## src/rtl/rxb_pkg.sv

```systemverilog
// Package: shared types of the source-matched receive buffer.
// Assumes: nothing beyond the IEEE 1800-2017 language.
package rxb_pkg;

    // States of the search machine
    typedef enum logic [1:0] {
        SK_IDLE = 2'd0,
        SK_SCAN = 2'd1,
        SK_WAIT = 2'd2
    } seek_state_t;

endpackage

```

## src/rtl/rxb_store.sv

```systemverilog
// Module: ordered word store with single-slot removal and compaction.
// Slot 0 holds the oldest word. Removing slot r shifts every younger slot
// down by one. A write in the same cycle lands behind the last live word.
// Assumes: wr_en is never asserted while full, and rm_idx < count when rm_en.
module rxb_store #(
    parameter int DEPTH  = 32,
    parameter int DATA_W = 16,
    parameter int SRC_W  = 2,
    parameter int CNT_W  = $clog2(DEPTH + 1)
) (
    input  logic                               clk,
    input  logic                               rst_n,
    input  logic                               wr_en,
    input  logic [SRC_W-1:0]                   wr_src,
    input  logic [DATA_W-1:0]                  wr_data,
    input  logic                               rm_en,
    input  logic [CNT_W-1:0]                   rm_idx,
    output logic [DEPTH-1:0][SRC_W-1:0]        src_vec,
    output logic [DEPTH-1:0][DATA_W-1:0]       data_vec,
    output logic [CNT_W-1:0]                   count
);

    localparam logic [CNT_W-1:0] DEPTH_C = CNT_W'(DEPTH);

    logic [DEPTH-1:0][SRC_W-1:0]  src_q;
    logic [DEPTH-1:0][DATA_W-1:0] data_q;
    logic [DEPTH-1:0][SRC_W-1:0]  src_d;
    logic [DEPTH-1:0][DATA_W-1:0] data_d;
    logic [CNT_W-1:0]             count_q;

    for (genvar j = 0; j < DEPTH; j++) begin : g_slot
        localparam logic [CNT_W-1:0] J = CNT_W'(j);
        logic [SRC_W-1:0]  up_src;
        logic [DATA_W-1:0] up_data;

        if (j < DEPTH - 1) begin : g_up
            assign up_src  = src_q[j+1];
            assign up_data = data_q[j+1];
        end else begin : g_top
            assign up_src  = '0;
            assign up_data = '0;
        end

        // Next content of slot j: keep, shift down, or take the new word
        always_comb begin
            src_d[j]  = src_q[j];
            data_d[j] = data_q[j];
            if (rm_en && (J >= rm_idx)) begin
                if ((J + 1'b1) < count_q) begin
                    src_d[j]  = up_src;
                    data_d[j] = up_data;
                end else if (wr_en && (J == count_q - 1'b1)) begin
                    src_d[j]  = wr_src;
                    data_d[j] = wr_data;
                end
            end else if (wr_en && !rm_en && (J == count_q)) begin
                src_d[j]  = wr_src;
                data_d[j] = wr_data;
            end
        end
    end

    // Register the slot contents
    always_ff @(posedge clk) begin
        if (!rst_n) begin
            src_q  <= '0;
            data_q <= '0;
        end else begin
            src_q  <= src_d;
            data_q <= data_d;
        end
    end

    // Track the number of live words
    always_ff @(posedge clk) begin
        if (!rst_n) begin
            count_q <= '0;
        end else begin
            count_q <= count_q + CNT_W'(wr_en) - CNT_W'(rm_en);
        end
    end

    assign src_vec  = src_q;
    assign data_vec = data_q;
    assign count    = count_q;


    no_overflow_chk: assert property (@(posedge clk) disable iff (!rst_n)
        wr_en |-> (count_q < DEPTH_C));


    count_cap_chk: assert property (@(posedge clk) disable iff (!rst_n)
        count_q <= DEPTH_C);


    count_track_chk: assert property (@(posedge clk) disable iff (!rst_n)
        $past(rst_n) |-> (count_q == $past(count_q) + CNT_W'($past(wr_en)) - CNT_W'($past(rm_en))));


    rm_live_chk: assert property (@(posedge clk) disable iff (!rst_n)
        rm_en |-> (rm_idx < count_q));

endmodule

```

## src/rtl/rxb_match.sv

```systemverilog
// Module: per-slot comparison of the stored sender field against a key.
// A slot reports a hit only if it holds a live word.
// Assumes: count never exceeds DEPTH.
module rxb_match #(
    parameter int DEPTH = 32,
    parameter int SRC_W = 2,
    parameter int CNT_W = $clog2(DEPTH + 1)
) (
    input  logic [DEPTH-1:0][SRC_W-1:0] src_vec,
    input  logic [CNT_W-1:0]            count,
    input  logic [SRC_W-1:0]            key,
    output logic [DEPTH-1:0]            hit_vec
);

    for (genvar j = 0; j < DEPTH; j++) begin : g_cmp
        localparam logic [CNT_W-1:0] J = CNT_W'(j);
        // Slot j is live and carries the wanted sender
        assign hit_vec[j] = (J < count) && (src_vec[j] == key);
    end

endmodule

```

## src/rtl/rxb_seek.sv

```systemverilog
// Module: search machine. It walks the store one slot per clock from the
// oldest word, removes and delivers the first hit, and otherwise waits
// for a new word and rescans from slot 0.
// Assumes: rd_src of the requester is stable while its request is high.
module rxb_seek
    import rxb_pkg::*;
#(
    parameter int DEPTH  = 32,
    parameter int DATA_W = 16,
    parameter int CNT_W  = $clog2(DEPTH + 1)
) (
    input  logic                         clk,
    input  logic                         rst_n,
    input  logic                         rd_req,
    input  logic [DEPTH-1:0]             hit_vec,
    input  logic [DEPTH-1:0][DATA_W-1:0] data_vec,
    input  logic [CNT_W-1:0]             count,
    input  logic                         wr_en,
    output logic                         rm_en,
    output logic [CNT_W-1:0]             rm_idx,
    output logic                         rd_valid,
    output logic [DATA_W-1:0]            rd_data,
    output logic                         rd_miss
);

    localparam int IDX_W = $clog2(DEPTH);

    seek_state_t       state_q;
    logic [CNT_W-1:0]  ptr_q;
    logic              cur_in;
    logic              cur_hit;
    logic [IDX_W-1:0]  slot;

    // Examine the slot under the pointer
    always_comb begin
        slot    = ptr_q[IDX_W-1:0];
        cur_in  = ptr_q < count;
        cur_hit = cur_in && hit_vec[slot];
        rm_en   = (state_q == SK_SCAN) && rd_req && cur_hit;
        rm_idx  = ptr_q;
    end

    // Step the search machine and register the delivered word
    always_ff @(posedge clk) begin
        if (!rst_n) begin
            state_q  <= SK_IDLE;
            ptr_q    <= '0;
            rd_valid <= 1'b0;
            rd_data  <= '0;
        end else begin
            rd_valid <= 1'b0;
            case (state_q)
                SK_IDLE: begin
                    if (rd_req && !rd_valid) begin
                        state_q <= SK_SCAN;
                        ptr_q   <= '0;
                    end
                end
                SK_SCAN: begin
                    if (!rd_req) begin
                        state_q <= SK_IDLE;
                    end else if (!cur_in) begin
                        if (!wr_en) state_q <= SK_WAIT;
                    end else if (cur_hit) begin
                        rd_valid <= 1'b1;
                        rd_data  <= data_vec[slot];
                        state_q  <= SK_IDLE;
                    end else begin
                        ptr_q <= ptr_q + 1'b1;
                    end
                end
                SK_WAIT: begin
                    if (!rd_req) begin
                        state_q <= SK_IDLE;
                    end else if (wr_en) begin
                        state_q <= SK_SCAN;
                        ptr_q   <= '0;
                    end
                end
                default: state_q <= SK_IDLE;
            endcase
        end
    end

    assign rd_miss = (state_q == SK_WAIT);


    rd_pulse_chk: assert property (@(posedge clk) disable iff (!rst_n)
        rd_valid |=> !rd_valid);


    rm_deliver_chk: assert property (@(posedge clk) disable iff (!rst_n)
        rm_en |=> rd_valid);


    miss_excl_chk: assert property (@(posedge clk) disable iff (!rst_n)
        rd_valid |-> !rd_miss);


    req_cause_chk: assert property (@(posedge clk) disable iff (!rst_n)
        $past(rst_n) && rd_valid |-> $past(rd_req));

endmodule

```

## src/rtl/src_match_rxbuf.sv

```systemverilog
// Module: receive buffer for one core. Bus words are stored with their
// sender number. A receive is served by the oldest word from the
// requested sender.
// Assumes: rd_req and rd_src are held until rd_valid, or rd_req is dropped
// to abandon the receive.
module src_match_rxbuf #(
    parameter int DEPTH  = 32,
    parameter int DATA_W = 16,
    parameter int SRC_W  = 2
) (
    input  logic              clk,
    input  logic              rst_n,
    input  logic              wr_valid,
    input  logic [SRC_W-1:0]  wr_src,
    input  logic [DATA_W-1:0] wr_data,
    output logic              wr_ready,
    input  logic              rd_req,
    input  logic [SRC_W-1:0]  rd_src,
    output logic              rd_valid,
    output logic [DATA_W-1:0] rd_data,
    output logic              rd_miss,
    output logic              buf_empty,
    output logic              buf_full
);

    localparam int CNT_W = $clog2(DEPTH + 1);
    localparam logic [CNT_W-1:0] DEPTH_C = CNT_W'(DEPTH);

    logic [DEPTH-1:0][SRC_W-1:0]  src_vec;
    logic [DEPTH-1:0][DATA_W-1:0] data_vec;
    logic [CNT_W-1:0]             count;
    logic [DEPTH-1:0]             hit_vec;
    logic                         wr_en;
    logic                         rm_en;
    logic [CNT_W-1:0]             rm_idx;
    logic [DEPTH-1:0]             older_mask;

    // Bus handshake and level flags
    always_comb begin
        buf_full   = (count == DEPTH_C);
        buf_empty  = (count == '0);
        wr_ready   = !buf_full;
        wr_en      = wr_valid && wr_ready;
        older_mask = (DEPTH'(1) << rm_idx[$clog2(DEPTH)-1:0]) - DEPTH'(1);
    end

    rxb_store #(.DEPTH(DEPTH), .DATA_W(DATA_W), .SRC_W(SRC_W), .CNT_W(CNT_W)) u_store (
        .clk      (clk),
        .rst_n    (rst_n),
        .wr_en    (wr_en),
        .wr_src   (wr_src),
        .wr_data  (wr_data),
        .rm_en    (rm_en),
        .rm_idx   (rm_idx),
        .src_vec  (src_vec),
        .data_vec (data_vec),
        .count    (count)
    );

    rxb_match #(.DEPTH(DEPTH), .SRC_W(SRC_W), .CNT_W(CNT_W)) u_match (
        .src_vec (src_vec),
        .count   (count),
        .key     (rd_src),
        .hit_vec (hit_vec)
    );

    rxb_seek #(.DEPTH(DEPTH), .DATA_W(DATA_W), .CNT_W(CNT_W)) u_seek (
        .clk      (clk),
        .rst_n    (rst_n),
        .rd_req   (rd_req),
        .hit_vec  (hit_vec),
        .data_vec (data_vec),
        .count    (count),
        .wr_en    (wr_en),
        .rm_en    (rm_en),
        .rm_idx   (rm_idx),
        .rd_valid (rd_valid),
        .rd_data  (rd_data),
        .rd_miss  (rd_miss)
    );


    rm_match_chk: assert property (@(posedge clk) disable iff (!rst_n)
        rm_en |-> (src_vec[rm_idx[$clog2(DEPTH)-1:0]] == rd_src));


    oldest_first_chk: assert property (@(posedge clk) disable iff (!rst_n)
        rm_en |-> ((hit_vec & older_mask) == '0));


    flag_excl_chk: assert property (@(posedge clk) disable iff (!rst_n)
        !(buf_empty && buf_full));

endmodule

```

## config.mk

```make
export PLATFORM = sky130hd
export DESIGN_NAME = src_match_rxbuf
export DESIGN_NICKNAME = d
export VERILOG_FILES = /design/src/rtl/rxb_pkg.sv /design/src/rtl/rxb_store.sv /design/src/rtl/rxb_match.sv /design/src/rtl/rxb_seek.sv /design/src/rtl/src_match_rxbuf.sv
export SDC_FILE = /design/constraint.sdc
export NUM_CORES = 2
export LEC_CHECK = 0
export BUFFER_PORTS_ARGS = -buffer_cell sky130_fd_sc_hd__buf_2
export CORE_UTILIZATION = 54
export CTS_CLUSTER_DIAMETER = 120
export DETAILED_ROUTE_END_ITERATION = 10
export GPL_ROUTABILITY_DRIVEN = 0
export GPL_TIMING_DRIVEN = 1
export HOLD_SLACK_MARGIN = 0.1
export PLACE_DENSITY = 0.7
export SLEW_MARGIN = 25
export SYNTH_ARGS = -nofsm -noshare
export SYNTH_HDL_FRONTEND = slang
export SYNTH_HIERARCHICAL = 1
export SYNTH_SLANG_ARGS = --single-unit
```

## constraint.sdc

```tcl
create_clock -name clk -period 6.4 [get_ports clk]
set_input_delay 0.96 -clock clk [delete_from_list [all_inputs] [get_ports clk]]
set_output_delay 0.96 -clock clk [all_outputs]
set_load 0.01 [all_outputs]
```

==> impl_metrics.toml <==
[sta]
slew_headroom = 0.217
rsz0062_at_grt = "false"
hold_viol_final = 0
fmax_mhz = 173
worst_clock_skew_ps = 35.6
period_needed_ps = 5790
finalCritPeriodShare = 0.905
setup_tns_ps = 0
worst_slew_pin_slew_ps = 1170
slew_viol_final = 0
setup_violations = 0

[logic_synthesis]
yosys.area.top_type_share = 0.342
synth_edf_count = 0
syn_avg_cell_area_sq_um = 9.42
synth_area_leaders = "dfxtp_1, mux2i_1, a211oi_1"
ys_async_sr_fraction = 0
syn-cell-area_sq_um = 35600
synth_flop_cell = "dfxtp_1"
syn_nets = 3828
synth_cells = 3775
yosysWarnings = 6
yosysUniqueCellTypes = 112
synth_area_leader_cell = "dfxtp_1"
yosysSeqAreaShare = 0.342
ys_seq_elements = 607

[power_and_ir_drop]
ir_drop_v = 0.000259
swShare = 0.364
p_switching_mw = 4.40
leakagePower_nw = 14.4
clkPwrFrac = 0.329
power_frac_comb = 0.294
p_int_mw = 7.68
pwr_density_cell_nw_per_um2 = 320
p_seq_frac = 0.378

[layout]
fill_cells = 5626
ff_latch_area_sq_um = 12200
area_growth_pct = 6.19
final_nets = 3589
fin_area_sq_um = 37800
multi_input_area_sq_um = 21200
drive_gt1_frac = 0.155

[global_route]
grt_antenna_before_repair = 2
grt_pass1_wl_microns = 183000
grt_usage = 0.357
grt_pass1_vias = 28400
overflow = 0
grt_max_degree = 237

[die]
io_pins = 45
design.die.area_sq_um = 66900
fp-row-count = 93
dieHeight_microns = 259
coreArea_sq_um = 64800
start_util = 0.549
fp.dieW_microns = 259

[min_path]
hold_path.startpoint = "u_store/g_slot[9].up_data[2]"
holdPathStages = 2
hold_class = "reg2reg"
worstHoldEndpoint = "u_store/g_slot[9].up_data[2]"

[worst_setup_path]
crit_fanout = 36
crit_path_end_kind = "register"
r2r-start = "u_store/count[2]"
startpoint_type = "register"
required_ps = 6920
worstPathArrival_ps = 6310
rr_endpoint = "u_store/g_slot[24].up_data[3]"
path_class = "reg2reg"
r2r_slack_ps = 610
reg2reg_depth = 17

[drt]
drt-initial-drc-count = 4195
ant_nets = 0
drtPass1Iterations = 7
wl_per_cell_microns = 27.8
drc = 0
routed_wl_microns = 124000
vias = 31100
vias_per_cell = 6.99

[clock_tree]
ctsRootBufferMaster = "clkbuf_16"
clock_path_buffers = 3
htree_levels = 3
hold_buffers = 0
cts.sinks = 607
cts_tree = "built"
path_clk_slew_ps = 80
cts_resized = 0
postCtsSetupBuffers = 0
clk-insertion-delay-late_ps = 630
cts_made_buffers = 67

[placed_design]
placed_area_sq_um = 35400
dpl.hpwl_microns = 79400
port_buffers = 44

[outcome]
outcome = "finished clean"

[job]
cap_viol_max_count = 0
## cells in the final DEF, fill, tap and decap left out, types with 43 or more instances in the layout
| cell type | instances |
|---|---|
| dfxtp_1 | 605 |
| mux2i_1 | 523 |
| nor2_1 | 346 |
| a211oi_1 | 257 |
| nand2_1 | 208 |
| nand3_1 | 152 |
| a21oi_1 | 109 |
| nor3_1 | 98 |
| o221a_2 | 90 |
| a22oi_1 | 89 |
| buf_4 | 79 |
| o31ai_1 | 73 |
| o221ai_1 | 72 |
| clkbuf_16 | 71 |
| xor2_1 | 67 |
| mux4_2 | 64 |
| buf_2 | 43 |
## cell usage after synthesis, drive strengths merged (73+ instances only)
cell    instances
a211oi        286
a21oi         115
a22oi          89
buf           221
clkbuf        214
dfxtp         607
mux2i         523
nand2         212
nand3         155
nor2          352
nor3          112
o221a          90
o221ai         73
o31ai          76
## registers in the layout, indices dropped and copies added (netlist names)
register	cells
u_store/g_slot.up_data	496
u_store/g_slot.up_src	62
u_seek/rd_data	16
u_store/data_vec	16
u_seek/rm_idx	6
u_store/count	6
u_seek/state_q	2
u_store/src_vec	2
u_seek/rd_valid	1
## worst max-delay path: stages, from the launching register on
cell and delay, ps:
dfxtp_1 480, buf_4 390, nand2_1 220, a2111oi_2 400, mux2i_1 120, a22oi_1 220
a21oi_1 170, or4_1 530, buf_4 230, nor2_1 350, nor2b_1 610, o21ai_0 420
a211o_1 360, buf_4 250, o311ai_4 130, buf_4 400, nor2_1 90, a211oi_1 240
## cell families after synthesis
logic type,Yosys count,share of synthesized area
fa+ha+maj,29,0.0104
buf+inv,464,0.0632
xor+xnor,76,0.0194
mux,623,0.200
simple gates,953,0.126
compound gates,1023,0.239
flops,607,0.342
## worst max path at each step
stage                                start                        endpoint  slack, ps  cells past startpoint
final                     u_store/count[2]   u_store/g_slot[24].up_data[3]        610                     17
after global routing      u_store/count[2]  u_store/g_slot[26].up_data[12]        310                     16
after floorplan                  rd_src[0]   u_store/g_slot[3].up_data[10]       1530                     18
after CTS                 u_store/count[2]   u_store/g_slot[24].up_data[4]        850                     17
after global placement           rd_src[0]  u_store/g_slot[24].up_data[15]        480                     18
after detailed placement         rd_src[0]  u_store/g_slot[24].up_data[13]        300                     18
## routing by layer
metal,vias up,GRT usage,part of all wire
li1,13800,-,-
met1,15000,0.456,0.39
met5,-,0,0
met4,0,0.213,0.067
met2,1754,0.542,0.44
met3,433,0.0903,0.10
## metrics by stage
stage	util	hold WS, ps	std cells	worst slack, ps	total power [mW]
floorplan	-	448	3775	1530	6.99
detailed placement	0.547	465	4320	300	7.99
global route	0.583	491	4443	313	12.4
CTS	0.581	477	4439	852	11.9
finish	0.583	480	4443	608	12.1
global placement	0.547	461	4320	477	7.95
## area by class of cell
cell class                      count  area share
Antenna cell                        2    0.000133
Clock inverter                     15     0.00451
Clock buffer                      104      0.0548
Inverter                           29     0.00308
Tap cell                          855      0.0283
Timing Repair Buffer              127      0.0243
Multi-Input combinational cell   2704       0.563
Sequential cell                   607       0.322
## power by group through the flow
stage,clock (mW),combinational (mW),sequential [mW]
finish,3.97,3.55,4.56
global route,4.16,3.68,4.60
CTS,4.00,3.38,4.55
detailed placement,0,3.37,4.63
global placement,0,3.33,4.62
floorplan,0,2.52,4.47
No activity file was read; power rests on OpenSTA's default activity.
